<file path="config.mk">
export PLATFORM = sky130hd
export DESIGN_NAME = ratio_clkgen
export DESIGN_NICKNAME = d
export VERILOG_FILES = /design/src/rtl/ratio_clkgen_pkg.sv /design/src/rtl/ratio_regs.sv /design/src/rtl/ratio_ce_gen.sv /design/src/rtl/src_switch.sv /design/src/rtl/ratio_clkgen.sv
export SDC_FILE = /design/constraint.sdc
export NUM_CORES = 1
export LEC_CHECK = 0
export ABC_AREA = 1
export BUFFER_PORTS_ARGS = -buffer_cell sky130_fd_sc_hd__buf_2
export CAP_MARGIN = 20
export CORE_MARGIN = 3
export CORE_UTILIZATION = 50
export CTS_CLUSTER_SIZE = 25
export DETAILED_ROUTE_END_ITERATION = 7
export GPL_TIMING_DRIVEN = 0
export PLACE_DENSITY = 0.75
export SYNTH_ARGS = -nofsm -noshare
export SYNTH_HDL_FRONTEND = slang
export SYNTH_HIERARCHICAL = 1
export SYNTH_SLANG_ARGS = --single-unit
</file>
<file path="constraint.sdc">
create_clock -name clk -period 1.18 [get_ports clk]
set_input_delay 0.177 -clock clk [delete_from_list [all_inputs] [get_ports clk]]
set_output_delay 0.177 -clock clk [all_outputs]
set_load 0.005 [all_outputs]
</file>
<file path="src/rtl/ratio_clkgen_pkg.sv">
package ratio_clkgen_pkg;

  typedef enum logic [1:0] {
    SRC_OSC = 2'd0,
    SRC_PLL = 2'd1,
    SRC_OFF = 2'd2
  } src_state_t;

  localparam int NUM_DOM = 3;
  localparam int DOM_CPU = 0;
  localparam int DOM_AXI = 1;
  localparam int DOM_AHB = 2;

endpackage

</file>
<file path="src/rtl/ratio_regs.sv">
module ratio_regs #(
  parameter int              CODE_W  = 2,
  parameter logic [CODE_W-1:0] RST_CPU = '0,
  parameter logic [CODE_W-1:0] RST_AXI = '0,
  parameter logic [CODE_W-1:0] RST_AHB = 1
) (
  input  logic                                                  clk,
  input  logic                                                  rst,
  input  logic                                                  wr_en_i,
  input  logic [ratio_clkgen_pkg::NUM_DOM*CODE_W:0]             wr_data_i,
  input  logic                                                  wrap_i,
  output logic [ratio_clkgen_pkg::NUM_DOM-1:0][CODE_W-1:0]      act_o,
  output logic                                                  err_o,
  output logic                                                  src_req_o
);
  import ratio_clkgen_pkg::*;

  localparam int SRC_BIT = NUM_DOM * CODE_W;
  localparam logic [NUM_DOM-1:0][CODE_W-1:0] RST_V = {RST_AHB, RST_AXI, RST_CPU};

  logic [NUM_DOM-1:0][CODE_W-1:0] w_code;
  logic [NUM_DOM-1:0][CODE_W-1:0] pend_val_q;
  logic                           pend_q;
  logic                           w_legal;

  genvar d;
  generate
    for (d = 0; d < NUM_DOM; d++) begin : g_field
      assign w_code[d] = wr_data_i[d*CODE_W +: CODE_W];
    end
  endgenerate

  // slower domain must never get a smaller code than a faster one
  assign w_legal = (w_code[DOM_AHB] != '0) &&
                   (w_code[DOM_CPU] <= w_code[DOM_AXI]) &&
                   (w_code[DOM_AXI] <= w_code[DOM_AHB]);

  always_ff @(posedge clk) begin
    if (rst) begin
      act_o      <= RST_V;
      pend_val_q <= RST_V;
      pend_q     <= 1'b0;
      err_o      <= 1'b0;
      src_req_o  <= 1'b0;
    end else begin
      if (wrap_i && pend_q) begin
        act_o <= pend_val_q;
      end
      if (wr_en_i && w_legal) begin
        pend_val_q <= w_code;
        pend_q     <= 1'b1;
        err_o      <= 1'b0;
        src_req_o  <= wr_data_i[SRC_BIT];
      end else begin
        if (wr_en_i) begin
          err_o <= 1'b1;
        end
        if (wrap_i) begin
          pend_q <= 1'b0;
        end
      end
    end
  end

  p_ahb_nonzero_r4: assert property (@(posedge clk) disable iff (rst)
    act_o[DOM_AHB] != '0);

  p_order_kept_r5: assert property (@(posedge clk) disable iff (rst)
    (act_o[DOM_CPU] <= act_o[DOM_AXI]) && (act_o[DOM_AXI] <= act_o[DOM_AHB]));

  p_apply_on_wrap_r7: assert property (@(posedge clk) disable iff (rst)
    !$stable(act_o) |-> $past(wrap_i));

  p_refused_keeps_src_r9: assert property (@(posedge clk) disable iff (rst)
    (wr_en_i && !w_legal) |=> $stable(src_req_o));

endmodule

</file>
<file path="src/rtl/ratio_ce_gen.sv">
module ratio_ce_gen #(
  parameter int CODE_W  = 2,
  parameter int NUM_DOM = 3
) (
  input  logic                             clk,
  input  logic                             rst,
  input  logic [NUM_DOM-1:0][CODE_W-1:0]   code_i,
  output logic                             wrap_o,
  output logic [NUM_DOM-1:0]               ce_o
);
  localparam int CNT_W = (1 << CODE_W) - 1;

  logic [CNT_W-1:0] cnt_q;

  always_ff @(posedge clk) begin
    if (rst) cnt_q <= '0;
    else     cnt_q <= cnt_q + 1'b1;
  end

  assign wrap_o = &cnt_q;

  genvar d;
  generate
    for (d = 0; d < NUM_DOM; d++) begin : g_dom
      logic [CNT_W-1:0] mask;
      logic             ce_q;
      assign mask = CNT_W'((32'd1 << code_i[d]) - 32'd1);
      always_ff @(posedge clk) begin
        if (rst) ce_q <= 1'b0;
        else     ce_q <= ((cnt_q & mask) == '0);
      end
      assign ce_o[d] = ce_q;
    end
  endgenerate

  p_all_fire_after_wrap_r2: assert property (@(posedge clk) disable iff (rst)
    wrap_o |=> ##1 (&ce_o));

endmodule

</file>
<file path="src/rtl/src_switch.sv">
module src_switch #(
  parameter int SYNC_STAGES = 2,
  parameter int EDGES_REQ   = 2
) (
  input  logic clk,
  input  logic rst,
  input  logic req_pll_i,
  input  logic osc_clk_i,
  input  logic pll_clk_i,
  output logic sel_osc_o,
  output logic sel_pll_o
);
  import ratio_clkgen_pkg::*;

  localparam int EW = $clog2(EDGES_REQ + 1);

  logic [1:0] raw_in;
  logic [1:0] rise;
  src_state_t state_q;
  logic       tgt_q;
  logic [EW-1:0] edges_q;

  assign raw_in = {pll_clk_i, osc_clk_i};

  genvar s;
  generate
    for (s = 0; s < 2; s++) begin : g_sync
      logic [SYNC_STAGES:0] sh_q;
      always_ff @(posedge clk) begin
        if (rst) sh_q <= '0;
        else     sh_q <= {sh_q[SYNC_STAGES-1:0], raw_in[s]};
      end
      assign rise[s] = sh_q[SYNC_STAGES-1] & ~sh_q[SYNC_STAGES];
    end
  endgenerate

  always_ff @(posedge clk) begin
    if (rst) begin
      state_q <= SRC_OSC;
      tgt_q   <= 1'b0;
      edges_q <= '0;
    end else begin
      case (state_q)
        SRC_OSC: if (req_pll_i) begin
          state_q <= SRC_OFF;
          tgt_q   <= 1'b1;
          edges_q <= '0;
        end
        SRC_PLL: if (!req_pll_i) begin
          state_q <= SRC_OFF;
          tgt_q   <= 1'b0;
          edges_q <= '0;
        end
        SRC_OFF: if (rise[tgt_q]) begin
          if (edges_q == EW'(EDGES_REQ - 1)) state_q <= tgt_q ? SRC_PLL : SRC_OSC;
          else                               edges_q <= edges_q + 1'b1;
        end
        default: state_q <= SRC_OSC;
      endcase
    end
  end

  assign sel_osc_o = (state_q == SRC_OSC);
  assign sel_pll_o = (state_q == SRC_PLL);

  p_never_both_r8: assert property (@(posedge clk) disable iff (rst)
    $onehot0({sel_osc_o, sel_pll_o}));

  p_deselect_first_r8: assert property (@(posedge clk) disable iff (rst)
    (sel_osc_o && req_pll_i) |=> (!sel_osc_o && !sel_pll_o));

  p_gap_before_pll_r8: assert property (@(posedge clk) disable iff (rst)
    $rose(sel_pll_o) |-> $past(!sel_osc_o && !sel_pll_o));

endmodule

</file>
<file path="src/rtl/ratio_clkgen.sv">
module ratio_clkgen #(
  parameter int                CODE_W      = 2,
  parameter int                SYNC_STAGES = 2,
  parameter int                EDGES_REQ   = 2,
  parameter logic [CODE_W-1:0] RST_CPU     = '0,
  parameter logic [CODE_W-1:0] RST_AXI     = '0,
  parameter logic [CODE_W-1:0] RST_AHB     = 1
) (
  input  logic              clk,
  input  logic              rst,
  input  logic              wr_en_i,
  input  logic [3*CODE_W:0] wr_data_i,
  input  logic              osc_clk_i,
  input  logic              pll_clk_i,
  output logic              ce_cpu_o,
  output logic              ce_axi_o,
  output logic              ce_ahb_o,
  output logic [CODE_W-1:0] cur_cpu_o,
  output logic [CODE_W-1:0] cur_axi_o,
  output logic [CODE_W-1:0] cur_ahb_o,
  output logic              err_o,
  output logic              sel_osc_o,
  output logic              sel_pll_o
);
  import ratio_clkgen_pkg::*;

  logic [NUM_DOM-1:0][CODE_W-1:0] act;
  logic [NUM_DOM-1:0]             ce;
  logic                           wrap;
  logic                           src_req;

  ratio_regs #(
    .CODE_W (CODE_W),
    .RST_CPU(RST_CPU),
    .RST_AXI(RST_AXI),
    .RST_AHB(RST_AHB)
  ) i_regs (
    .clk      (clk),
    .rst      (rst),
    .wr_en_i  (wr_en_i),
    .wr_data_i(wr_data_i),
    .wrap_i   (wrap),
    .act_o    (act),
    .err_o    (err_o),
    .src_req_o(src_req)
  );

  ratio_ce_gen #(
    .CODE_W (CODE_W),
    .NUM_DOM(NUM_DOM)
  ) i_ce (
    .clk   (clk),
    .rst   (rst),
    .code_i(act),
    .wrap_o(wrap),
    .ce_o  (ce)
  );

  src_switch #(
    .SYNC_STAGES(SYNC_STAGES),
    .EDGES_REQ  (EDGES_REQ)
  ) i_src (
    .clk      (clk),
    .rst      (rst),
    .req_pll_i(src_req),
    .osc_clk_i(osc_clk_i),
    .pll_clk_i(pll_clk_i),
    .sel_osc_o(sel_osc_o),
    .sel_pll_o(sel_pll_o)
  );

  assign ce_cpu_o  = ce[DOM_CPU];
  assign ce_axi_o  = ce[DOM_AXI];
  assign ce_ahb_o  = ce[DOM_AHB];
  assign cur_cpu_o = act[DOM_CPU];
  assign cur_axi_o = act[DOM_AXI];
  assign cur_ahb_o = act[DOM_AHB];

  // a slower enable may only fire together with every faster one
  p_ce_nested_r2: assert property (@(posedge clk) disable iff (rst)
    (ce_ahb_o |-> ce_axi_o) and (ce_axi_o |-> ce_cpu_o));

endmodule

</file>
# Word-level counts from Yosys, hierarchy flattened
# Index checks and enable logic that the tools add are counted.
[op_classes]
addsub = 5
mul = 0
n_div = 0
order_cmp = 3
n_eq_ne = 8
shift = 3
muxes = 18
bitwise = 7
reduce_logical = 17
[op_table]
columns = ["operator", "count"]
rows = [
  ["$mux 2", 8],
  ["$pmux 2 s3", 2],
  ["$and 3x3->3", 3],
  ["$logic_not 3->1", 3],
  ["$shl 1x2->3 const A", 3],
  ["$sub 3x1->3 const B", 3],
  ["$mux 1", 7],
  ["$ne 2x1->1 const B", 3],
  ["$reduce_and 3->1", 2],
  ["$reduce_bool 2->1", 3],
  ["$reduce_and 5->1", 1],
  ["$eq 2x1->1 const B", 2],
  ["$le 2x2->1", 2],
  ["$logic_and 1x1->1", 4],
  ["$ne 2x2->1 const B", 2],
  ["$reduce_and 4->1", 1],
  ["$add 3x1->3 const B", 1],
  ["$reduce_bool 3->1", 1],
  ["$add 2x1->2 const B", 1],
  ["$and 1x1->1", 2],
  ["$eq 2x2->1 const B", 1],
  ["$logic_not 2->1", 1],
  ["$lt 1x2->1 const B", 1],
  ["$not 1->1", 2],
  ["other kinds (2)", 2],
]
[word_totals]
register_bits = 32
latchBits = 0
ramBits = 0
mem_bits_ro = 0
in_bits = 12
out_inout_bits = 12
elab_cells = 79
memories = 0

# Logic depth before layout (Yosys ltp)
# Gate-level depths: netlist (run 1).
[logic_depth]
word_depth = 6
ltp_mapped = 10
mapped_depth_nobuf = 10

# By module
# Netlist (run 1), hierarchy kept.
[by_module_without_submodules]
columns = ["module", "instances", "cells_per_inst", "area_each_um2", "seq_area_each_um2"]
rows = [
  ["ratio_regs", 1, 100, 742.0, 300.3],
  ["src_switch", 1, 74, 514.2, 220.2],
  ["ratio_ce_gen", 1, 35, 264.0, 120.1],
]

# Worst setup path after synthesis (run 1)
# No wires, ideal clock.
[synth_path]
path_kind = "flip-flop to flip-flop"
from = "register i_ce.cnt_q[0]"
to = "register i_regs/act_o[1] (netlist bit)"
setup_time_ns = 0.119
t_arrival_ns = 1.158
required_time_ns = 1.061
setup_slack_ns = -0.097
path_stages_with_launch = 8
n_path_buf = 1
period_less_slack_ns = 1.277
cell_sequence = "dfxtp_1 -> ha_1 -> ha_1 -> nand2_1 -> inv_1 -> buf_2 -> o21ai_0 -> a21oi_1"
[synth_via]
elab_chain_len = 2
[synth_rtl]
columns = ["element", "line_no", "rtl"]
rows = [
  ["from (decl)", "ratio_ce_gen.sv:13", "logic [CNT_W-1:0] cnt_q;"],
  ["from (signal assigned)", "ratio_ce_gen.sv:17", "else cnt_q <= cnt_q + 1'b1;"],
  ["$reduce_and 3->1", "ratio_ce_gen.sv:20", "assign wrap_o = &cnt_q;"],
  ["named net wrap", "ratio_clkgen.sv:29", "logic wrap;"],
  ["$logic_and 1x1->1", "ratio_regs.sv:46", "if (wrap_i && pend_q) begin"],
  ["to (signal assigned)", "ratio_regs.sv:47", "act_o <= pend_val_q;"],
  ["to (decl)", "ratio_regs.sv:12", "output logic [ratio_clkgen_pkg::NUM_DOM-1:0][CODE_W-1:0] act_o,"],
]
# The timed path passes the listed nets, and every way through them passes these cells.
# A chain may end at the register's enable or synchronous reset.

# Final worst setup path (run 1)
[layout_path]
from = "register i_src.state_q[0]"
to = "output port sel_pll_o"
[layout_via]
elab_chain_len = 1
[layout_rtl]
columns = ["element", "line_no", "rtl"]
rows = [
  ["from (decl)", "src_switch.sv:19", "src_state_t state_q;"],
  ["from (signal assigned)", "src_switch.sv:55", "if (edges_q == EW'(EDGES_REQ - 1)) state_q <= tgt_q ? SRC_PLL : SRC_OSC;"],
  ["$eq 2x1->1", "src_switch.sv:64", "assign sel_pll_o = (state_q == SRC_PLL);"],
  ["to (decl)", "ratio_clkgen.sv:23", "output logic sel_pll_o"],
]
# No other way between the ends.

==> run summary, run 1 <==
* dfxtp_1 — cell taking the most area after synthesis
* output pin — type of destination of the critical path
* 231 ps — Worst Max-Slew Pin Slew
* 0 — initial antenna violation count
* inv_2 > nor2_4 > buf_2 — ordered list of cells on the worst path
* 3 — critical path fanouts, max
* 0 — number of remaining DRC errors
* 23 — I/O Buffers
* 10.1 µm — final routed wire length divided by cell count
* 0 — diode insertion count for antenna repair
* 99.6% — final critical-path share of the clock period
* 1000 ps — arrival time at the worst endpoint
* 1930 µm — sum of net half-perimeters after detailed placement
* 0 — Hold-fix buffers, CTS
* 0.000998 µW — leakage power summed over all cells
* 2 — deepest level of the CTS H-tree
* flip-flop — startpoint kind of the worst setup timing path
* 24 — # IOs
* i_src/g_sync[1].sh_q[0] — Hold EP
* pll_clk_i — startpoint of the worst hold path
* 4 — number of detailed-route iterations in the first pass
* 1690 µm² — standard cell area after detailed placement
* 16.3% — overall track demand over capacity in global routing
* 0.939 mV — Max VDD drop
* 90 ps — clock edge transition at the registers on the reported setup and hold paths
* 4.80 — via density per instance
* 1520 µm² — mapped cell area
* 2790 µm — total wirelength of the detailed-routed design
* 380 ps — Worst path max stage delay
* 47 x inv_1, 43 x nand2_1, 28 x dfxtp_1 — highest-count cells in the layout ignoring fill and taps
* 851 MHz — maximum clock frequency
* 53.7% — starting utilization of the core area
* input pin to flip-flop — Hold Path Class
* 0 — global route overflow
* 22 — distinct cell type count after synthesis
* 19 — cell row count
* 0 ps — total negative setup slack
* 23.1% — layout-stage area growth over the synthesis result
* 0.800 — RD Place Congestion
* true — RSZ-0062 raised after global routing
* 0 — number of antenna-violating nets in the routed design
* 276 — Fill cells
* 42.1% — proportion of synthesized chip area in sequential cells
* 0 — number of pins with negative max-slew slack in the final report
* 32 — flops & latches, synth
* 4530 µm — wire length of the first global-routing pass
* 320 ps — Clock Latency Late Sink
* 3 — number of cells on the worst hold path
* 264 — number of nets at the end of the flow
* 84.6% — worst max-slew margin expressed relative to the limit
* 11 — largest net degree at the start of global routing
* 42.1% — fraction of synthesized cell area taken by the top area cell type
* 29.7% — layout cells sized above 1
* 1180 ps — shortest clock period the worst path allows after layout
* 6 — number of synthesis warnings
* i_src/state_q[0] — beginning of the worst register-to-register path
* 4.38 ps — worst setup skew after layout
* dfxtp_4 — Slowest-stage cell, CP
* clkbuf_4 — root buffer selected by CTS
* 228 — nets in the synthesized netlist
* 2830 µm² — Floorplan Core Area
* 3740 µm² — die area
* 1000 ps — required arrival time at the worst endpoint
* 1870 µm² — post-route cell area
* i_src/edges_q[0] — r2r endpoint
* 61.1 µm — width of the die
* 0 — Setup Viol. Count Final
* 0 — Maximum Capacitance Violations
* 32 — clock sink count
* 1329 — count of vias placed by the detailed router
* inv_1 — most common cell after layout, fill and taps aside
* 5 ps — internal reg-to-reg setup slack
* 0 — final hold violations
* 2 — maximum clock insertion buffer count
* 209 — post-synthesis instance total
* 7.27 µm² — average instance area after synthesis
* built — TritonCTS clock tree
* 5 — number of buffers inserted during clock tree synthesis
* 1610 nW/µm² — total power density per cell area
* 45 — Iteration-0 DRC Markers
* flip-flop to output pin — start-to-end type of the worst setup path
* dfxtp_1 42%, inv_1 12%, nand2_1 11% — cells taking the most area after synthesis
* 1141 — vias in the first global route
* 61.1 µm — die height
* 7 — Register-to-Register Path Depth
* finished, final reports clean — outcome
critical path: cells and delay by family (launching register included):
| family | cells | cell delay, ps |
|---|---|---|
| buffers and inverters | 2 | 170 |
| DFF | 1 | 380 |
| and+or+nand+nor | 1 | 120 |
kinds of logic (layout without fill, tap and decap cells):
group                      Yosys count  after routing  synth area share (%)
AOI/OAI and AO/OA                   20             20                  7.33
buffers and inverters               58             95                  16.0
and+or+nand+nor                     92             92                  28.8
adders and majority gates            7              7                  5.76
DFF                                 32             32                  42.1
synthesized netlist by cell type, drive strengths merged:
cell type and n:
buf 7, dfxtp 32, o21bai 1, o21a 1, nand3 10, inv 51, nand4 9, nand2 49
o21ai 6, ha 7, o211ai 1, a21oi 11, nor2 24
final cells by class:
type / instances / area, µm² / share of cell area (%)
plain buffers: 7 / 57.6 / 3.07
repair buffers: 29 / 170 / 9.09
flip-flops and latches: 32 / 651 / 34.8
multi-input cells: 119 / 699 / 37.4
clock inverters: 2 / 10.0 / 0.535
clock buffers: 6 / 51.3 / 2.74
inverters: 51 / 194 / 10.4
well taps: 31 / 38.8 / 2.07
repair_timing:
action	CTS	global route
gates resized for setup	9	12
pin swaps	0	3
gates cloned	1	0
endpoints found under the setup margin	9	11
endpoints found under the hold margin	0	0
buffers inserted	2	3
how the worst max path moves through the flow:
stage / cells past startpoint / to / start
5_1_grt: 3 / sel_pll_o / i_src/state_q[0]
4_1_cts: 3 / sel_pll_o / i_src/state_q[0]
2_1_floorplan: 7 / i_regs/act_o[0] / i_ce/cnt_q[0]
3_3_place_gp: 10 / i_regs/pend_val_q[5] / wr_data_i[3]
6_report: 3 / sel_pll_o / i_src/state_q[0]
3_5_place_dp: 10 / i_regs/pend_val_q[5] / wr_data_i[3]
per-layer routing:
| layer | GRT usage (%) | share of wire, % | vias up |
|---|---|---|---|
| li1 | - | - | 706 |
| met1 | 19.8 | 47 | 592 |
| met2 | 25.7 | 47 | 24 |
| met3 | 5.03 | 3.8 | 7 |
| met4 | 8.67 | 2.0 | 0 |
| met5 | 0 | 0 | - |
sequential cells by signal (all words and copies together), names as in the netlist:
signal and count:
i_src/edges_q 2, i_regs/pend_val_q 6, i_regs/pend_q 1, i_ce/g_dom.ce_q 3
i_ce/cnt_q 3, i_regs/err_o 1, i_src/g_sync.sh_q 6, i_src/state_q 2
i_regs/act_o 6, i_regs/src_req_o 1, i_src/tgt_q 1
where the power goes:
group	internal (µW)	leakage, µW	switching, µW
Combinational	469	0.000696	597
Sequential	1220	0.000265	94.3
Clock	283	0.0000380	356
Total	1970	0.000998	1050
metrics by stage:
step,util (%),hold WS [ps],instances,worst slack [ps],total power [µW]
5_1_grt,66.2,37.0,277,-73.6,3280
2_1_floorplan,-,242,209,22.2,2030
3_5_place_dp,59.6,395,263,-118,2220
6_report,66.2,50.2,277,4.97,3020
3_3_place_gp,59.6,381,263,-87.6,2200
4_1_cts,63.8,39.6,274,-21.7,2880
(Power assumes the default switching activity.)
==> run 2, diff against run 1 <==
--- a/config.mk
+++ b/config.mk
@@ -9,11 +9,11 @@
 export BUFFER_PORTS_ARGS = -buffer_cell sky130_fd_sc_hd__buf_2
 export CAP_MARGIN = 20
 export CORE_MARGIN = 3
-export CORE_UTILIZATION = 50
+export CORE_UTILIZATION = 55
 export CTS_CLUSTER_SIZE = 25
 export DETAILED_ROUTE_END_ITERATION = 7
 export GPL_TIMING_DRIVEN = 0
-export PLACE_DENSITY = 0.75
+export PLACE_DENSITY = 0.78
 export SYNTH_ARGS = -nofsm -noshare
 export SYNTH_HDL_FRONTEND = slang
 export SYNTH_HIERARCHICAL = 1
==> constraint.sdc (replaced) <==
create_clock -name clk -period 1.4 [get_ports clk]
set_input_delay 0.21 -clock clk [delete_from_list [all_inputs] [get_ports clk]]
set_output_delay 0.21 -clock clk [all_outputs]
set_load 0.005 [all_outputs]
==> run 2 against run 1 <==
Effect of this change: sequential power is 17% lower; critical path depth is 4 higher; register-to-register slack better by 30 ps; routed wire length decreased by 11%; clock-buffer cell count did not move; largest cell class is now flip-flops and latches; highest routed layer unchanged.
==> run summary, run 2 (synthesized netlist as in run 1, its figures left out) <==
* 0 — number of antenna-violating nets in the routed design
* 58.6 µm — width of the die
* 21.3% — layout cells sized above 1
* 58.6 µm — die height
* 0.851 — RD Place Congestion
* 23 — I/O Buffers
* 262 — Placed Cells
* 1360 ps — shortest clock period the worst path allows after layout
* 0 — diode insertion count for antenna repair
* 5 — number of detailed-route iterations in the first pass
* 2540 µm² — Floorplan Core Area
* true — RSZ-0062 raised after global routing
* 90 ps — clock edge transition at the registers on the reported setup and hold paths
* 5 — number of buffers inserted during clock tree synthesis
* 3430 µm² — die area
* 3 — number of cells on the worst hold path
* finished, final reports clean — outcome
* 18 — cell row count
* 97.2% — final critical-path share of the clock period
* input pin to flip-flop — Hold Path Class
* 4.57 — via density per instance
* 2 — maximum clock insertion buffer count
* 16.7% — overall track demand over capacity in global routing
* 0 — Setup Viol. Count Final
* 11 — largest net degree at the start of global routing
* 7 — Register-to-Register Path Depth
* 86.4% — worst max-slew margin expressed relative to the limit
* 0.000950 µW — leakage power summed over all cells
* flip-flop — type of destination of the critical path
* 0 — global route overflow
* 0 — final hold violations
* 1.16 mV — Max VDD drop
* clkbuf_4 — root buffer selected by CTS
* 0 — initial antenna violation count
* 1121 — vias in the first global route
* 0 — number of pins with negative max-slew slack in the final report
* flip-flop — startpoint kind of the worst setup timing path
* 40 ps — internal reg-to-reg setup slack
* 270 — number of non-filler instances in the completed layout
* 637 µm² — area of the multi-input gates
* 4.91 ps — worst setup skew after layout
* 202 ps — Worst Max-Slew Pin Slew
* 1370 nW/µm² — total power density per cell area
* 1235 — count of vias placed by the detailed router
* built — TritonCTS clock tree
* 9.13 µm — final routed wire length divided by cell count
* 39.8 ps — worst setup margin
* 320 ps — Clock Latency Late Sink
* 59.7% — starting utilization of the core area
* 1870 µm — sum of net half-perimeters after detailed placement
* 258 — number of nets at the end of the flow
* 0 — number of remaining DRC errors
* 24 — # IOs
* 34 — Iteration-0 DRC Markers
* i_regs/act_o x6, i_regs/pend_val_q x6, i_src/g_sync.sh_q x6 — biggest regs
* flip-flop to flip-flop — start-to-end type of the worst setup path
* 10 — critical path fanouts, max
* inv_1 — most common cell after layout, fill and taps aside
* 14.2% — layout-stage area growth over the synthesis result
* 240 — Fill cells
* 735 MHz — maximum clock frequency
* 14.7 ps — DP Worst Slack
* 0 — Maximum Capacitance Violations
* 2 — deepest level of the CTS H-tree
* 1620 ps — required arrival time at the worst endpoint
* 0 — post-CTS setup buffer count
* 50 x inv_1, 44 x nand2_1, 31 x dfxtp_1 — highest-count cells in the layout ignoring fill and taps
* 32 — clock sink count
* 2470 µm — total wirelength of the detailed-routed design
* 1580 ps — arrival time at the worst endpoint
* 642 µm² — area taken by flip-flops and latches
* 4390 µm — wire length of the first global-routing pass
## run 2: changes by cell type in the layout (fill, tap and decap cells not counted), moves of 3 or more
cell,change
dfxtp_1,+3
nand3_2,-3
o21ai_2,-4
inv_1,+3
buf_4,-4
nand3_1,+3
## run 2: what timing repair did
item                                    in CTS  in global routing
endpoints found under the setup margin       0                  4
hold buffers                                 0                  0
resized for setup                            0                  4
## run 2: per-layer routing
metal | up-vias | part of all wire (%) | track usage, %
li1 | 690 | - | -
met1 | 527 | 49 | 21.1
met2 | 13 | 45 | 26.0
met3 | 5 | 3.9 | 5.26
met4 | 0 | 1.6 | 7.77
met5 | - | 0 | 0
## run 2: stage by stage
step / power, µW / util (%) / instance area [µm²] / setup TNS, ps / hold WS, ps
3_3_place_gp: 1850 / 65.7 / 1670 / 0 / 390
4_1_cts: 2410 / 68.1 / 1730 / 0 / 72.0
3_5_place_dp: 1870 / 65.7 / 1670 / 0 / 396
2_1_floorplan: 1710 / - / 1520 / 0 / 279
6_report: 2380 / 68.2 / 1740 / 0 / 80.1
5_1_grt: 2580 / 68.2 / 1740 / -28.8 / 64.6
## run 2: worst paths after layout
kind,startpoint,end
worst max-delay path,i_ce/cnt_q[0],i_regs/act_o[0]
worst max register to register,i_ce/cnt_q[0],i_regs/act_o[0]
worst min-delay path,osc_clk_i,i_src/g_sync[0].sh_q[0]
worst min register to register,i_src/g_sync[0].sh_q[0],i_src/g_sync[0].sh_q[1]
## run 2: report_power, final
group	switching, µW	internal, µW	leakage (µW)
sequential	76.6	1020	0.000263
clock	297	239	0.0000380
combinational	453	297	0.000648
## run 2: cell type report
type / count / share of cell area [%]
flip-flops and latches: 32 / 37.0
multi-input cells: 119 / 36.7
inverters: 51 / 11.0
repair buffers: 23 / 6.63
clock buffers: 6 / 2.96
plain buffers: 7 / 2.96
well taps: 30 / 2.16
clock inverters: 2 / 0.577
## run 2: critical path, cell delays in order (launching register included)
cell and delay, ps:
dfxtp_2 360, ha_1 200, ha_1 190, nand2_1 90
inv_1 50, buf_2 170, o21ai_0 150, a21oi_1 50
